$ cat config.mk
export PLATFORM = sky130hd
export DESIGN_NAME = irq_redir
export DESIGN_NICKNAME = d
export VERILOG_FILES = /design/src/rtl/irq_redir_pkg.sv /design/src/rtl/irq_redir_ctrl.sv /design/src/rtl/irq_redir_dp.sv /design/src/rtl/irq_redir.sv
export SDC_FILE = /design/constraint.sdc
export NUM_CORES = 1
export LEC_CHECK = 0
export ABC_AREA = 1
export BUFFER_PORTS_ARGS = -buffer_cell sky130_fd_sc_hd__buf_4
export CAP_MARGIN = 5
export CORE_MARGIN = 4
export CORE_UTILIZATION = 55
export DETAILED_ROUTE_END_ITERATION = 8
export PLACE_DENSITY = 0.75
export REMOVE_ABC_BUFFERS = 1
export SYNTH_ARGS = -nofsm -noshare
export SYNTH_HDL_FRONTEND = slang
export SYNTH_SLANG_ARGS = --single-unit
export TNS_END_PERCENT = 30
$ cat constraint.sdc
create_clock -name clk -period 2.2 [get_ports clk]
set_input_delay 0.44 -clock clk [delete_from_list [all_inputs] [get_ports clk]]
set_output_delay 0.44 -clock clk [all_outputs]
set_load 0.03 [all_outputs]
$ cat src/rtl/irq_redir_pkg.sv
package irq_redir_pkg;
  localparam int LINE_W = 3;

  localparam logic [7:0] OFS_SEL = 8'h00;
  localparam logic [7:0] OFS_WIN = 8'h10;
  localparam logic [7:0] OFS_EOI = 8'h40;

  localparam logic [7:0] IDX_VER = 8'h01;
  localparam logic [7:0] IDX_TBL = 8'h10;

  localparam int BIT_EN   = 16;
  localparam int BIT_LVL  = 15;
  localparam int BIT_ALOW = 13;
  localparam int BIT_LPRI = 8;

  typedef struct packed {
    logic              wrLo;
    logic              wrHi;
    logic              winTbl;
    logic              winHi;
    logic              winVer;
    logic [LINE_W-1:0] winLine;
    logic              load;
    logic [LINE_W-1:0] loadLine;
  } dpStrobe_t;
endpackage

$ cat src/rtl/irq_redir_ctrl.sv
module irq_redir_ctrl
  import irq_redir_pkg::*;
#(
  parameter int NUM_LINES = 7
) (
  input  logic                        clk,
  input  logic                        rstN,
  input  logic                        regWr,
  input  logic [7:0]                  regAddr,
  input  logic [7:0]                  wrByte,
  input  logic [NUM_LINES-1:0]        irqIn,
  input  logic [NUM_LINES-1:0]        cfgEn,
  input  logic [NUM_LINES-1:0]        cfgLevel,
  input  logic [NUM_LINES-1:0]        cfgActLow,
  input  logic [NUM_LINES-1:0][7:0]   cfgVec,
  input  logic                        msgReady,
  output logic [7:0]                  selIdx,
  output dpStrobe_t                   strobe,
  output logic                        msgValid
);
  localparam logic [7:0] NUM_L8 = 8'(NUM_LINES);
  localparam logic [NUM_LINES-1:0] ONE_N = NUM_LINES'(1);

  logic [7:0]           tblOfs;
  logic                 eoiWr;
  logic [NUM_LINES-1:0] lvlNow, prevLvl, prevEn, rise, enRise;
  logic [NUM_LINES-1:0] pend, inSvc, req, eoiHit;
  logic                 busy, accept, launch;
  logic [LINE_W-1:0]    curLine, pick;

  // select register
  always_ff @(posedge clk) begin
    if (!rstN) selIdx <= '0;
    else if (regWr && regAddr == OFS_SEL) selIdx <= wrByte;
  end

  // window decode
  always_comb begin
    tblOfs          = selIdx - IDX_TBL;
    strobe.winVer   = (selIdx == IDX_VER);
    strobe.winTbl   = (selIdx >= IDX_TBL) && ({1'b0, tblOfs[7:1]} < NUM_L8);
    strobe.winHi    = tblOfs[0];
    strobe.winLine  = tblOfs[LINE_W:1];
    strobe.wrLo     = regWr && regAddr == OFS_WIN && strobe.winTbl && !tblOfs[0];
    strobe.wrHi     = regWr && regAddr == OFS_WIN && strobe.winTbl && tblOfs[0];
    strobe.load     = launch;
    strobe.loadLine = pick;
  end

  assign eoiWr  = regWr && regAddr == OFS_EOI;
  assign lvlNow = irqIn ^ cfgActLow;
  assign rise   = lvlNow & ~prevLvl;
  assign enRise = cfgEn & ~prevEn;

  always_comb begin
    for (int i = 0; i < NUM_LINES; i++)
      eoiHit[i] = eoiWr && cfgLevel[i] && cfgVec[i] == wrByte;
  end

  always_ff @(posedge clk) begin
    if (!rstN) begin
      prevLvl <= '0;
      prevEn  <= '0;
    end else begin
      prevLvl <= lvlNow;
      prevEn  <= cfgEn;
    end
  end

  assign accept = busy && msgReady;

  // pending (edge) and in-service (level) tracking
  always_ff @(posedge clk) begin
    if (!rstN) begin
      pend  <= '0;
      inSvc <= '0;
    end else begin
      for (int i = 0; i < NUM_LINES; i++) begin
        if (!cfgEn[i] || cfgLevel[i]) begin
          pend[i] <= 1'b0;
        end else begin
          if (accept && curLine == LINE_W'(i)) pend[i] <= 1'b0;
          if (rise[i] || (enRise[i] && lvlNow[i])) pend[i] <= 1'b1;
        end
        if (!cfgEn[i] || !cfgLevel[i]) begin
          inSvc[i] <= 1'b0;
        end else begin
          if (accept && curLine == LINE_W'(i)) inSvc[i] <= 1'b1;
          if (eoiHit[i]) inSvc[i] <= 1'b0;
        end
      end
    end
  end

  assign req = cfgEn & ((cfgLevel & lvlNow & ~inSvc) | (~cfgLevel & pend));

  // lowest line number wins
  always_comb begin
    pick = '0;
    for (int i = NUM_LINES - 1; i >= 0; i--)
      if (req[i]) pick = LINE_W'(i);
  end

  assign launch = !busy && (|req);

  always_ff @(posedge clk) begin
    if (!rstN) begin
      busy    <= 1'b0;
      curLine <= '0;
    end else if (launch) begin
      busy    <= 1'b1;
      curLine <= pick;
    end else if (accept) begin
      busy    <= 1'b0;
    end
  end

  assign msgValid = busy;


  lowest_first_chk: assert property (@(posedge clk) disable iff (!rstN)
    launch |-> ((req & ((ONE_N << pick) - ONE_N)) == '0));


  launch_enabled_chk: assert property (@(posedge clk) disable iff (!rstN)
    launch |-> cfgEn[pick]);


  level_block_chk: assert property (@(posedge clk) disable iff (!rstN)
    (accept && cfgEn[curLine] && cfgLevel[curLine] && !eoiWr)
      |=> inSvc[$past(curLine)]);
endmodule

$ cat src/rtl/irq_redir_dp.sv
module irq_redir_dp
  import irq_redir_pkg::*;
#(
  parameter int          NUM_LINES = 7,
  parameter logic [7:0]  VERSION   = 8'h21
) (
  input  logic                        clk,
  input  logic                        rstN,
  input  dpStrobe_t                   strobe,
  input  logic [31:0]                 regWdata,
  input  logic [7:0]                  regAddr,
  input  logic [7:0]                  selIdx,
  output logic [31:0]                 regRdata,
  output logic [NUM_LINES-1:0]        cfgEn,
  output logic [NUM_LINES-1:0]        cfgLevel,
  output logic [NUM_LINES-1:0]        cfgActLow,
  output logic [NUM_LINES-1:0][7:0]   cfgVec,
  output logic [31:0]                 msgAddr,
  output logic [31:0]                 msgData
);
  localparam logic [7:0] TOP_ENTRY = 8'(NUM_LINES - 1);

  logic [NUM_LINES-1:0]       lpri;
  logic [NUM_LINES-1:0][15:0] dest;
  logic [31:0]                loWord, hiWord, winData;
  logic                       unusedWd;

  assign unusedWd = ^{regWdata[14], regWdata[12:9]};

  for (genvar g = 0; g < NUM_LINES; g++) begin : g_entry
    always_ff @(posedge clk) begin
      if (!rstN) begin
        cfgVec[g]    <= '0;
        lpri[g]      <= 1'b0;
        cfgActLow[g] <= 1'b0;
        cfgLevel[g]  <= 1'b0;
        cfgEn[g]     <= 1'b0;
        dest[g]      <= '0;
      end else begin
        if (strobe.wrLo && strobe.winLine == LINE_W'(g)) begin
          cfgVec[g]    <= regWdata[7:0];
          lpri[g]      <= regWdata[BIT_LPRI];
          cfgActLow[g] <= regWdata[BIT_ALOW];
          cfgLevel[g]  <= regWdata[BIT_LVL];
          cfgEn[g]     <= regWdata[BIT_EN];
        end
        if (strobe.wrHi && strobe.winLine == LINE_W'(g))
          dest[g] <= regWdata[31:16];
      end
    end
  end

  always_comb begin
    loWord = '0;
    loWord[7:0]      = cfgVec[strobe.winLine];
    loWord[BIT_LPRI] = lpri[strobe.winLine];
    loWord[BIT_ALOW] = cfgActLow[strobe.winLine];
    loWord[BIT_LVL]  = cfgLevel[strobe.winLine];
    loWord[BIT_EN]   = cfgEn[strobe.winLine];
    hiWord = {dest[strobe.winLine], 16'h0000};
    if (strobe.winVer)      winData = {8'h00, TOP_ENTRY, 8'h00, VERSION};
    else if (strobe.winTbl) winData = strobe.winHi ? hiWord : loWord;
    else                    winData = '0;
    case (regAddr)
      OFS_SEL: regRdata = {24'h0, selIdx};
      OFS_WIN: regRdata = winData;
      default: regRdata = '0;
    endcase
  end

  // message registers, captured once at launch
  always_ff @(posedge clk) begin
    if (!rstN) begin
      msgAddr <= '0;
      msgData <= '0;
    end else if (strobe.load) begin
      msgAddr <= {dest[strobe.loadLine], 16'h0000};
      msgData <= {23'h0, lpri[strobe.loadLine], cfgVec[strobe.loadLine]};
    end
  end
endmodule

$ cat src/rtl/irq_redir.sv
module irq_redir
  import irq_redir_pkg::*;
#(
  parameter int         NUM_LINES = 7,
  parameter logic [7:0] VERSION   = 8'h21
) (
  input  logic                 clk,
  input  logic                 rstN,
  input  logic                 regWr,
  input  logic [7:0]           regAddr,
  input  logic [31:0]          regWdata,
  output logic [31:0]          regRdata,
  input  logic [NUM_LINES-1:0] irqIn,
  output logic                 msgValid,
  input  logic                 msgReady,
  output logic [31:0]          msgAddr,
  output logic [31:0]          msgData
);
  dpStrobe_t                  strobe;
  logic [7:0]                 selIdx;
  logic [NUM_LINES-1:0]       cfgEn, cfgLevel, cfgActLow;
  logic [NUM_LINES-1:0][7:0]  cfgVec;

  initial begin
    lines_range_chk: assert (NUM_LINES >= 1 && NUM_LINES <= 7);
  end

  irq_redir_ctrl #(.NUM_LINES(NUM_LINES)) i_ctrl (
    .clk, .rstN, .regWr, .regAddr,
    .wrByte   (regWdata[7:0]),
    .irqIn, .cfgEn, .cfgLevel, .cfgActLow, .cfgVec,
    .msgReady, .selIdx, .strobe, .msgValid
  );

  irq_redir_dp #(.NUM_LINES(NUM_LINES), .VERSION(VERSION)) i_dp (
    .clk, .rstN, .strobe, .regWdata, .regAddr, .selIdx, .regRdata,
    .cfgEn, .cfgLevel, .cfgActLow, .cfgVec, .msgAddr, .msgData
  );


  msg_hold_chk: assert property (@(posedge clk) disable iff (!rstN)
    (msgValid && !msgReady) |=> (msgValid && $stable(msgAddr) && $stable(msgData)));
endmodule

-- Word-level counts from Yosys, hierarchy flattened
Index checks and enable logic that the tools add are counted.
- register bits after elaboration: 261
- latch bits: 0
- memory bits (writable): 0
- memory bits (read-only): 0
- input port bits: 51
- output and inout bits: 97
- memories kept: 0
- add/sub/neg operators: 1
- multipliers: 0
- divide/modulo/power cells: 0
- $lt $le $gt $ge: 4
- equal/unequal tests: 22
- shift operators: 0
- mux-type cells: 45
- bitwise operators: 13
- reductions and logical operators: 114
- operators with widths (kind ; count):
    $bmux 16 s3 ; 2
    $mux 32 ; 3
    $pmux 32 s2 ; 1
    $eq 8x8->1 ; 7
    $logic_and 1x1->1 ; 51
    $bmux 8 s3 ; 2
    $and 7x7->7 ; 6
    $mux 16 ; 2
    $not 7->7 ; 4
    $logic_or 1x1->1 ; 21
    $mux 1 ; 21
    $mux 3 ; 7
    $reduce_or 3->1 ; 7
    $eq 3x3->1 const B ; 6
    $logic_not 1->1 ; 16
    $mux 8 ; 2
    $reduce_bool 2->1 ; 8
    $bmux 1 s3 ; 5
    $reduce_or 2->1 ; 7
    $eq 3x2->1 const B ; 4
    $eq 8x1->1 const B ; 1
    $eq 8x5->1 const B ; 1
    $eq 8x7->1 const B ; 1
    $ge 8x5->1 const B ; 1
    10 further kinds ; 13

-- Logic depth before layout (Yosys ltp)
Gate-level depths: netlist of the first run.
- depth after elaboration: 14
- depth in mapped cells: 17

-- Hierarchy
From an unflattened synthesis of the first run, not the netlist that was laid out.
- cell total of the unflattened synthesis: 2106
- area total of the unflattened synthesis: 13990.9 sq um
- modules (own cells, without submodules) (module ; instances ; cells each ; area an instance (sq um) ; sequential area each (sq um)):
    irq_redir_dp ; 1 ; 1700 ; 11263.3 ; 4424.2
    irq_redir_ctrl ; 1 ; 406 ; 2727.6 ; 800.8

-- Least setup slack after synthesis of the first run
Ideal clock, no wire load.
- kind: flip-flop to output port
- from: register i_ctrl.selIdx[2]
- to: output regRdata[5]
- arrival time: 2.030 ns
- data required time: 1.760 ns
- path slack: -0.270 ns
- cell stages (with the launch flop): 9
- cell sequence: dfxtp_1 nor2_1 inv_1 nor2_1 inv_1 nor3_1 nand3_1 a21boi_0 o21ai_0
- cells in the longest elaborated chain, start to end: 7
- elaborated cells on any way between the ends: 11
- those cells by class: add/sub (1); order compare (2); eq/ne (1); mux (6); reduce/logical (1)
- RTL lines (element ; RTL line ; text):
    from (decl) ; irq_redir_ctrl.sv:17 ; output logic [7:0] selIdx,
    from (signal assigned) ; irq_redir_ctrl.sv:34 ; else if (regWr && regAddr == OFS_SEL) selIdx <= wrByte;
    parallel branches: the longest is 5 deep, another holds $sub 8x5->8 ; - ;
    $mux 32 (*) ; irq_redir_dp.sv:61 ; if (strobe.winVer) winData = {8'h00, TOP_ENTRY, 8'h00, VERSION};
    $pmux 32 s2 (*) ; irq_redir_dp.sv:64 ; case (regAddr)
    to (decl) ; irq_redir.sv:12 ; output logic [31:0] regRdata,
Every way passes the cells marked *. The select of a mux whose other input is x is not followed.

-- Worst setup path after layout of the first run
- from: register i_ctrl.selIdx[2]
- to: output regRdata[0]
The elaborated chain is that of the path after synthesis.

==> results of run 1 <==
## worst paths after layout
check | start | to | slack, ns
worst max-delay path | i_ctrl.selIdx[2]$_SDFFE_PN0P_ | regRdata[0] | -0.50
worst min register to register | i_ctrl.pend[3]$_SDFFE_PP0P_ | i_ctrl.pend[3]$_SDFFE_PP0P_ | 0.48
worst max register to register | i_dp.cfgActLow[6]$_SDFFE_PN0P_ | i_dp.msgAddr[22]$_SDFFE_PN0P_ | 0.11
worst min-delay path | irqIn[4] | i_ctrl.prevLvl[4]$_SDFF_PN0_ | 0.21
## cell usage in the layout, fill, tap and decap left out, types with 8 or more instances in the layout
cell and instances:
o22ai_1 47, xor2_1 50, conb_1 44, o21ai_1 98, nand3_1 236, a21oi_1 263
o21ai_0 176, nor4_1 11, buf_4 169, a21oi_2 12, nor2_1 28, nor2_4 19
nand2_1 203, clkbuf_16 29, dfxtp_1 257, buf_12 35, buf_6 28, inv_1 226
o22ai_2 13, clkbuf_8 8
## logic make-up (layout without fill, tap and decap cells)
kind of cell / count (synthesis) / count (layout) / synth area share
AND/OR/NAND/NOR: 530 / 530 / 0.185
AO/OA/AOI/OAI: 660 / 660 / 0.256
XOR/XNOR: 54 / 54 / 0.0345
flip-flops: 261 / 261 / 0.381
other: 1 / 44 / 0.000273
buffers and inverters: 425 / 527 / 0.143
## state kept, by name, summed over array words and instances (netlist names), 8 cells and up
| name | flops |
|---|---|
| i_dp.msgData | 9 |
| i_dp.msgAddr | 16 |
| i_dp.dest | 112 |
| i_dp.cfgVec | 56 |
| i_ctrl.selIdx | 8 |
## where the power goes
group	switching [uW]	leakage, uW	internal, uW
registers	2.27	0.00211	4730
logic	345	0.00440	142
clock network	1960	0.000480	3020
total	2310	0.00699	7890
## tightest hold or removal path, delay by kind of cell
family	cells	cell delay, ns
simple gates	3	0.18
buf+inv	1	0.08
## metal layers
metal | wire (um) | GRT usage | up-vias
met1 | 18600 | 0.429 | 6652
met5 | 0 | 0 | -
met3 | 4970 | 0.0450 | 173
met2 | 20700 | 0.503 | 892
li1 | - | - | 6718
met4 | 1920 | 0.129 | 0
## stage by stage
stage,instances,setup WS (ns)
after floorplan,1789,-2.35
after global placement,2338,-0.160
after detailed placement,2338,-0.142
after CTS,2397,-0.432
after global routing,2400,-0.581
final,2400,-0.497
## final cells by class
cell class	count	area (um2)	share of cell area
inverter	240	913	0.0538
tap	324	405	0.0239
timing repair buffer	236	2340	0.138
clock inverter	8	118	0.00693
clock buffer	43	858	0.0506
multi-input combinational	1288	7090	0.418
sequential	261	5240	0.309
## what timing repair did
| item | in CTS | in global routing |
|---|---|---|
| setup endpoints to repair | 27 | 52 |
| pin swaps | 12 | 28 |
| buffers inserted | 9 | 3 |
| gates cloned | 0 | 0 |
| gates resized for setup | 83 | 62 |
==> results.md, run 1 <==
- Syn avg cell area: 7.11 um2
- Critical Path Sink Type: output port
- Vias after detailed routing: 14.4k
- Worst stage delay on the critical path: approximately 0.39 ns
- Final ANT Viol Nets: 0
- Total Routed Length: 46.2 mm
- RSZ-0062 raised after global routing: yes
- Pwr Total: 10200 uW
- Number of flops mapped to enable cells by yosys: 0
- GRT Util Overall: 0.314
- Outcome: finished with violations
- Setup CP Type: reg -> out
- Area leader, netlist: dfxtp_1
- Leak: 0.00699 uW
- PortBufs: 98
- Vias in the first global route: about 13k
- Setup violators final: 27
- Largest net degree at the start of global routing: 62
- DP Area: 15400 um2
- Overflow after GRT: 0
- Wire per inst: 19.3 um
- Slew Limit Headroom: 0.474
- CP delay by family, top: simple AND/OR/NAND/NOR gates
- DPL Wire Length: 30.5 mm
- Hold WS: 0.208 ns
- Share of cells above drive strength 1: 0.187
- Fillers: 1965
- Ports: 148
- Final nets: around 2.1k
- Fmax: around 370 MHz
- Synth Cell Area: 13700 um2
- Top cell type's share of synthesized area: 0.381
- Clock skew: roughly 0.016 ns
- Distinct cell type count after synthesis: 42
- H-tree Lvls: 1
- Crit path cell chain: nor2_4 -> inv_2 -> buf_8 -> nor2_4 -> inv_2 -> nor3_2 -> nand3_2 -> o21ai_2 -> nand3_1 -> o21ai_1 -> buf_4
- Global-route wire length before repair: a little over 70 mm
- Layout area overhead: 23.6%
- Clock sinks: 261
- Initial core utilization: 0.561
- DRC Markers: 1
- Core area: about 24000 um2
- Final TNS setup: -9.78 ns
- Die Ht: 166 um
- Clk pin slew, worst setup/hold paths: ~0.06 ns
- Iteration-0 DRC Markers: 1765
- Hold Path Class: in -> reg
- Arrival time at the worst endpoint: 2.26 ns
- Max-cap viol count: 0
- Setup ws final: -0.497 ns
- Top cells by area, synth: dfxtp_1 (38%), a21oi_1 (10%), nand3_1 (8.8%)
- Main synth FF type: dfxtp_1
- Post-DR vias/cell: about 6.0
- Pwr Density: 601 nW/um2
- VDD IR-drop max: 0.595 mV
- Cell count after synthesis: 1931
- Design area: about 17000 um2
- Slowest CP cell: dfxtp_4
- Worst reg2reg path depth: 12
- Commonest cells in the netlist: a21oi_1 (278), dfxtp_1 (261), nand3_1 (240)
- Worst endpoint required time: 1.76 ns
- CTS hold repair buffers: 0
- Final Cycle Share: 1.23
- Width of the die: 166 um
- Yosys warning total: 0
- Max-slew violations: 0
- Most frequent cell after synthesis: a21oi_1
- CTS Buffer Depth: 3
- Worst skew pair latency: about 0.55 ns
- Full die area: 27500 um2
- CTS tree: built
- Buf/Inv on CP: 4
- Initial antenna violation count: 0
- #FFs+latches synth: 261
- Async S/R FF share, synth: 0
- Pre-antenna DRT Iters: 8
- Failing checks: DRC, setup timing
- Placer Congestion: 0.944
- Startpoint Class: register
- CP max FO: 7
- Diodes inserted: 0
- Tightest Pin Transition: 0.782 ns
- Worst path depth: 11
- Total CTS buffers: 28
- Sequential fraction of the synthesis area: 0.381
- CTS root buf: clkbuf_16
- Row cnt: 57
- Worst hold stages: 4
- Final critical-path required period: 2.70 ns
- Hold Vio Cnt, Final: 0
- Final cell utilization of the core: 0.693
No activity file was read; power rests on OpenSTA's default activity.
==> run 2: changes to the inputs <==
CTS_BUF_LIST = sky130_fd_sc_hd__clkbuf_8   (was default)
==> run 2 against run 1 <==
Effect of this change:
- largest power group is now registers
- the run ends with setup timing left
- global-route usage fell by 0.12 points
- register-to-register slack improved by 0.02 ns
- core utilization fell by 1.2 points
- sequential share of layout area rose by 0.56 points
==> results.md, run 2 (same netlist as run 1, synthesis figures left out) <==
- Worst reg2reg path depth: 14
- Wire per inst: between 15 and 20 um
- Pwr Total: 9340 uW
- Max-cap viol count: 0
- CP max FO: 8
- Total Routed Length: 45.5 mm
- CTS Buffer Depth: 3
- WL met1: 18.3 mm
- H-tree Lvls: 2
- FF-to-FF Start: i_dp.cfgActLow[5]$_SDFFE_PN0P_
- CTS root buf: clkbuf_8
- Hold Vio Cnt, Final: 0
- DRC Markers: 0
- Global-route wire length before repair: around 71 mm
- Overflow after GRT: 0
- Clock sinks: 261
- Most frequent cells in the layout: a21oi_1 (264), dfxtp_1 (257), inv_1 (240), nand3_1 (237), nand2_1 (203)
- Largest net degree at the start of global routing: 62
- Diodes inserted: 0
- Setup CP Type: reg -> out
- Pwr Density: 561 nW/um2
- Leak: 0.00694 uW
- Ports: 148
- Arrival time at the worst endpoint: between 2 and 2.5 ns
- Worst setup path end: regRdata[0]
- Final critical-path required period: between 2 and 3 ns
- Row cnt: 57
- Top Layer Used: met4
- Startpoint Class: register
- Tightest Pin Transition: 0.734 ns
- Failing checks: setup timing
- VDD IR-drop max: 0.435 mV
- Setup violators final: 27
- Critical Path Sink Type: output port
- Worst endpoint required time: 1.76 ns
- Reg-to-Reg End: i_dp.msgData[5]$_SDFFE_PN0P_
- Setup ws final: -0.533 ns
- Core area: between 20000 and 25000 um2
- RSZ-0062 raised after global routing: yes
- Clk pin slew, worst setup/hold paths: 0.07 ns
- Flop2flop setup slack: roughly 0.13 ns
- GRT Util Overall: 0.313
- Most common cell after layout, fill and taps aside: a21oi_1
- Outcome: finished with violations
- Final TNS setup: -9.75 ns
- Hold Path Class: in -> reg
- Die Ht: 166 um
- Final cell utilization of the core: 0.681
- Design area: 16700 um2
- Placer Congestion: 0.944
- Final ANT Viol Nets: 0
- DPL Wire Length: 30.5 mm
- Slowest CP cell: dfxtp_4
- Final Cycle Share: 1.24
- Worst Setup SP: i_ctrl.selIdx[2]$_SDFFE_PN0P_
- DR WL met3: about 4.8 mm
- Vias after detailed routing: 14.5k
- Buf/Inv on CP: 4
- DP Area: 15400 um2
- Full die area: 27500 um2
- Vias in the first global route: 13.6k
- Crit path cell chain: nor2_4 -> inv_2 -> buf_12 -> nor2_4 -> inv_2 -> nor3_2 -> nand3_2 -> o21ai_1 -> nand3_1 -> o21ai_1 -> buf_4
- CTS tree: built
- Max FFs per register: 112
- Largest registers: i_dp.dest (112), i_dp.cfgVec (56), i_dp.msgAddr (16)
- Fmax: 366 MHz
- Dpl cells: 2338
- Met2 Routed Length: around 21 mm
- Worst skew pair latency: 0.56 ns
- Width of the die: 166 um
- Fin cells: 2414
- Final nets: 2115
- Slew Limit Headroom: 0.506
- Largest reg by FF count: i_dp.dest
- Worst path depth: 11
- Pre-antenna DRT Iters: 6
- PortBufs: 98
- Worst stage delay on the critical path: 0.38 ns
- Share of cells above drive strength 1: 0.182
- Total CTS buffers: between 40 and 50
- CTS hold repair buffers: 0
- Max-slew violations: 0
- Initial core utilization: 0.561
- Initial antenna violation count: 0
- Clock skew: 0.0195 ns
- CP delay by family, top: simple AND/OR/NAND/NOR gates
- Layout area overhead: 21.4%
- Iteration-0 DRC Markers: ~1.8k
- Post-DR vias/cell: 5.99
[run 2: cell types whose count changed in the layout (fill, tap and decap cells not counted), sizes merged]
cell | before | now
clkinv | 7 | 6
inv | 237 | 251
buf | 236 | 229
bufinv | 3 | 0
clkbuf | 43 | 54
[run 2: per-stage QoR]
stage	worst slack, ns	hold slack, ns
after global placement	-0.160	0.454
after global routing	-0.618	0.192
after CTS	-0.451	0.169
final	-0.533	0.196
after floorplan	-2.35	0.443
after detailed placement	-0.142	0.467
[run 2: power breakdown]
group	switching (uW)	total (uW)	internal (uW)
sequential	2.17	4730	4730
clock	1930	4120	2190
combinational	343	485	142
[run 2: layout make-up]
| type | count | area [um2] |
|---|---|---|
| clock buffers | 54 | 743 |
| clock inverters | 18 | 78.8 |
| fillers | 2059 | 7800 |
| inverters | 240 | 910 |
| multi-input cells | 1288 | 7010 |
| flip-flops and latches | 261 | 5240 |
| well taps | 324 | 405 |
| repair buffers | 229 | 2270 |
[run 2: routing by layer]
metal / global-route usage / up-vias
li1: - / 6729
met1: 0.423 / 6654
met2: 0.493 / 899
met3: 0.0590 / 177
met4: 0.134 / 0
met5: 0 / -
[run 2: how the worst min path moves through the flow]
stage | from | cells past startpoint | end | slack, ns
5_1_grt | irqIn[3] | 4 | i_ctrl.prevLvl[3]$_SDFF_PN0_ | 0.19
3_5_place_dp | i_ctrl.pend[0]$_SDFFE_PP0P_ | 2 | i_ctrl.pend[0]$_SDFFE_PP0P_ | 0.47
4_1_cts | irqIn[3] | 4 | i_ctrl.prevLvl[3]$_SDFF_PN0_ | 0.17
3_3_place_gp | i_ctrl.pend[3]$_SDFFE_PP0P_ | 2 | i_ctrl.pend[3]$_SDFFE_PP0P_ | 0.45
2_1_floorplan | i_ctrl.pend[3]$_SDFFE_PP0P_ | 2 | i_ctrl.pend[3]$_SDFFE_PP0P_ | 0.44
6_report | irqIn[4] | 4 | i_ctrl.prevLvl[4]$_SDFF_PN0_ | 0.20
[run 2: worst reg2reg max path: stages (launching register included)]
cell and delay [ns]:
dfxtp_1 0.36, inv_1 0.09, nand2_1 0.08, nand3_1 0.08, a21oi_1 0.14, nand2_1 0.07
nand2_1 0.05, nand2_1 0.07, nand2_2 0.13, buf_12 0.29, nand3_1 0.21, nand3_1 0.11
nand3_1 0.11, nand2_1 0.10, a21oi_1 0.06
[run 2: what timing repair did]
action | in CTS | in global routing
gates resized for setup | 59 | 58
pin swaps | 10 | 16
endpoints found under the setup margin | 27 | 52
buffers inserted | 5 | 0
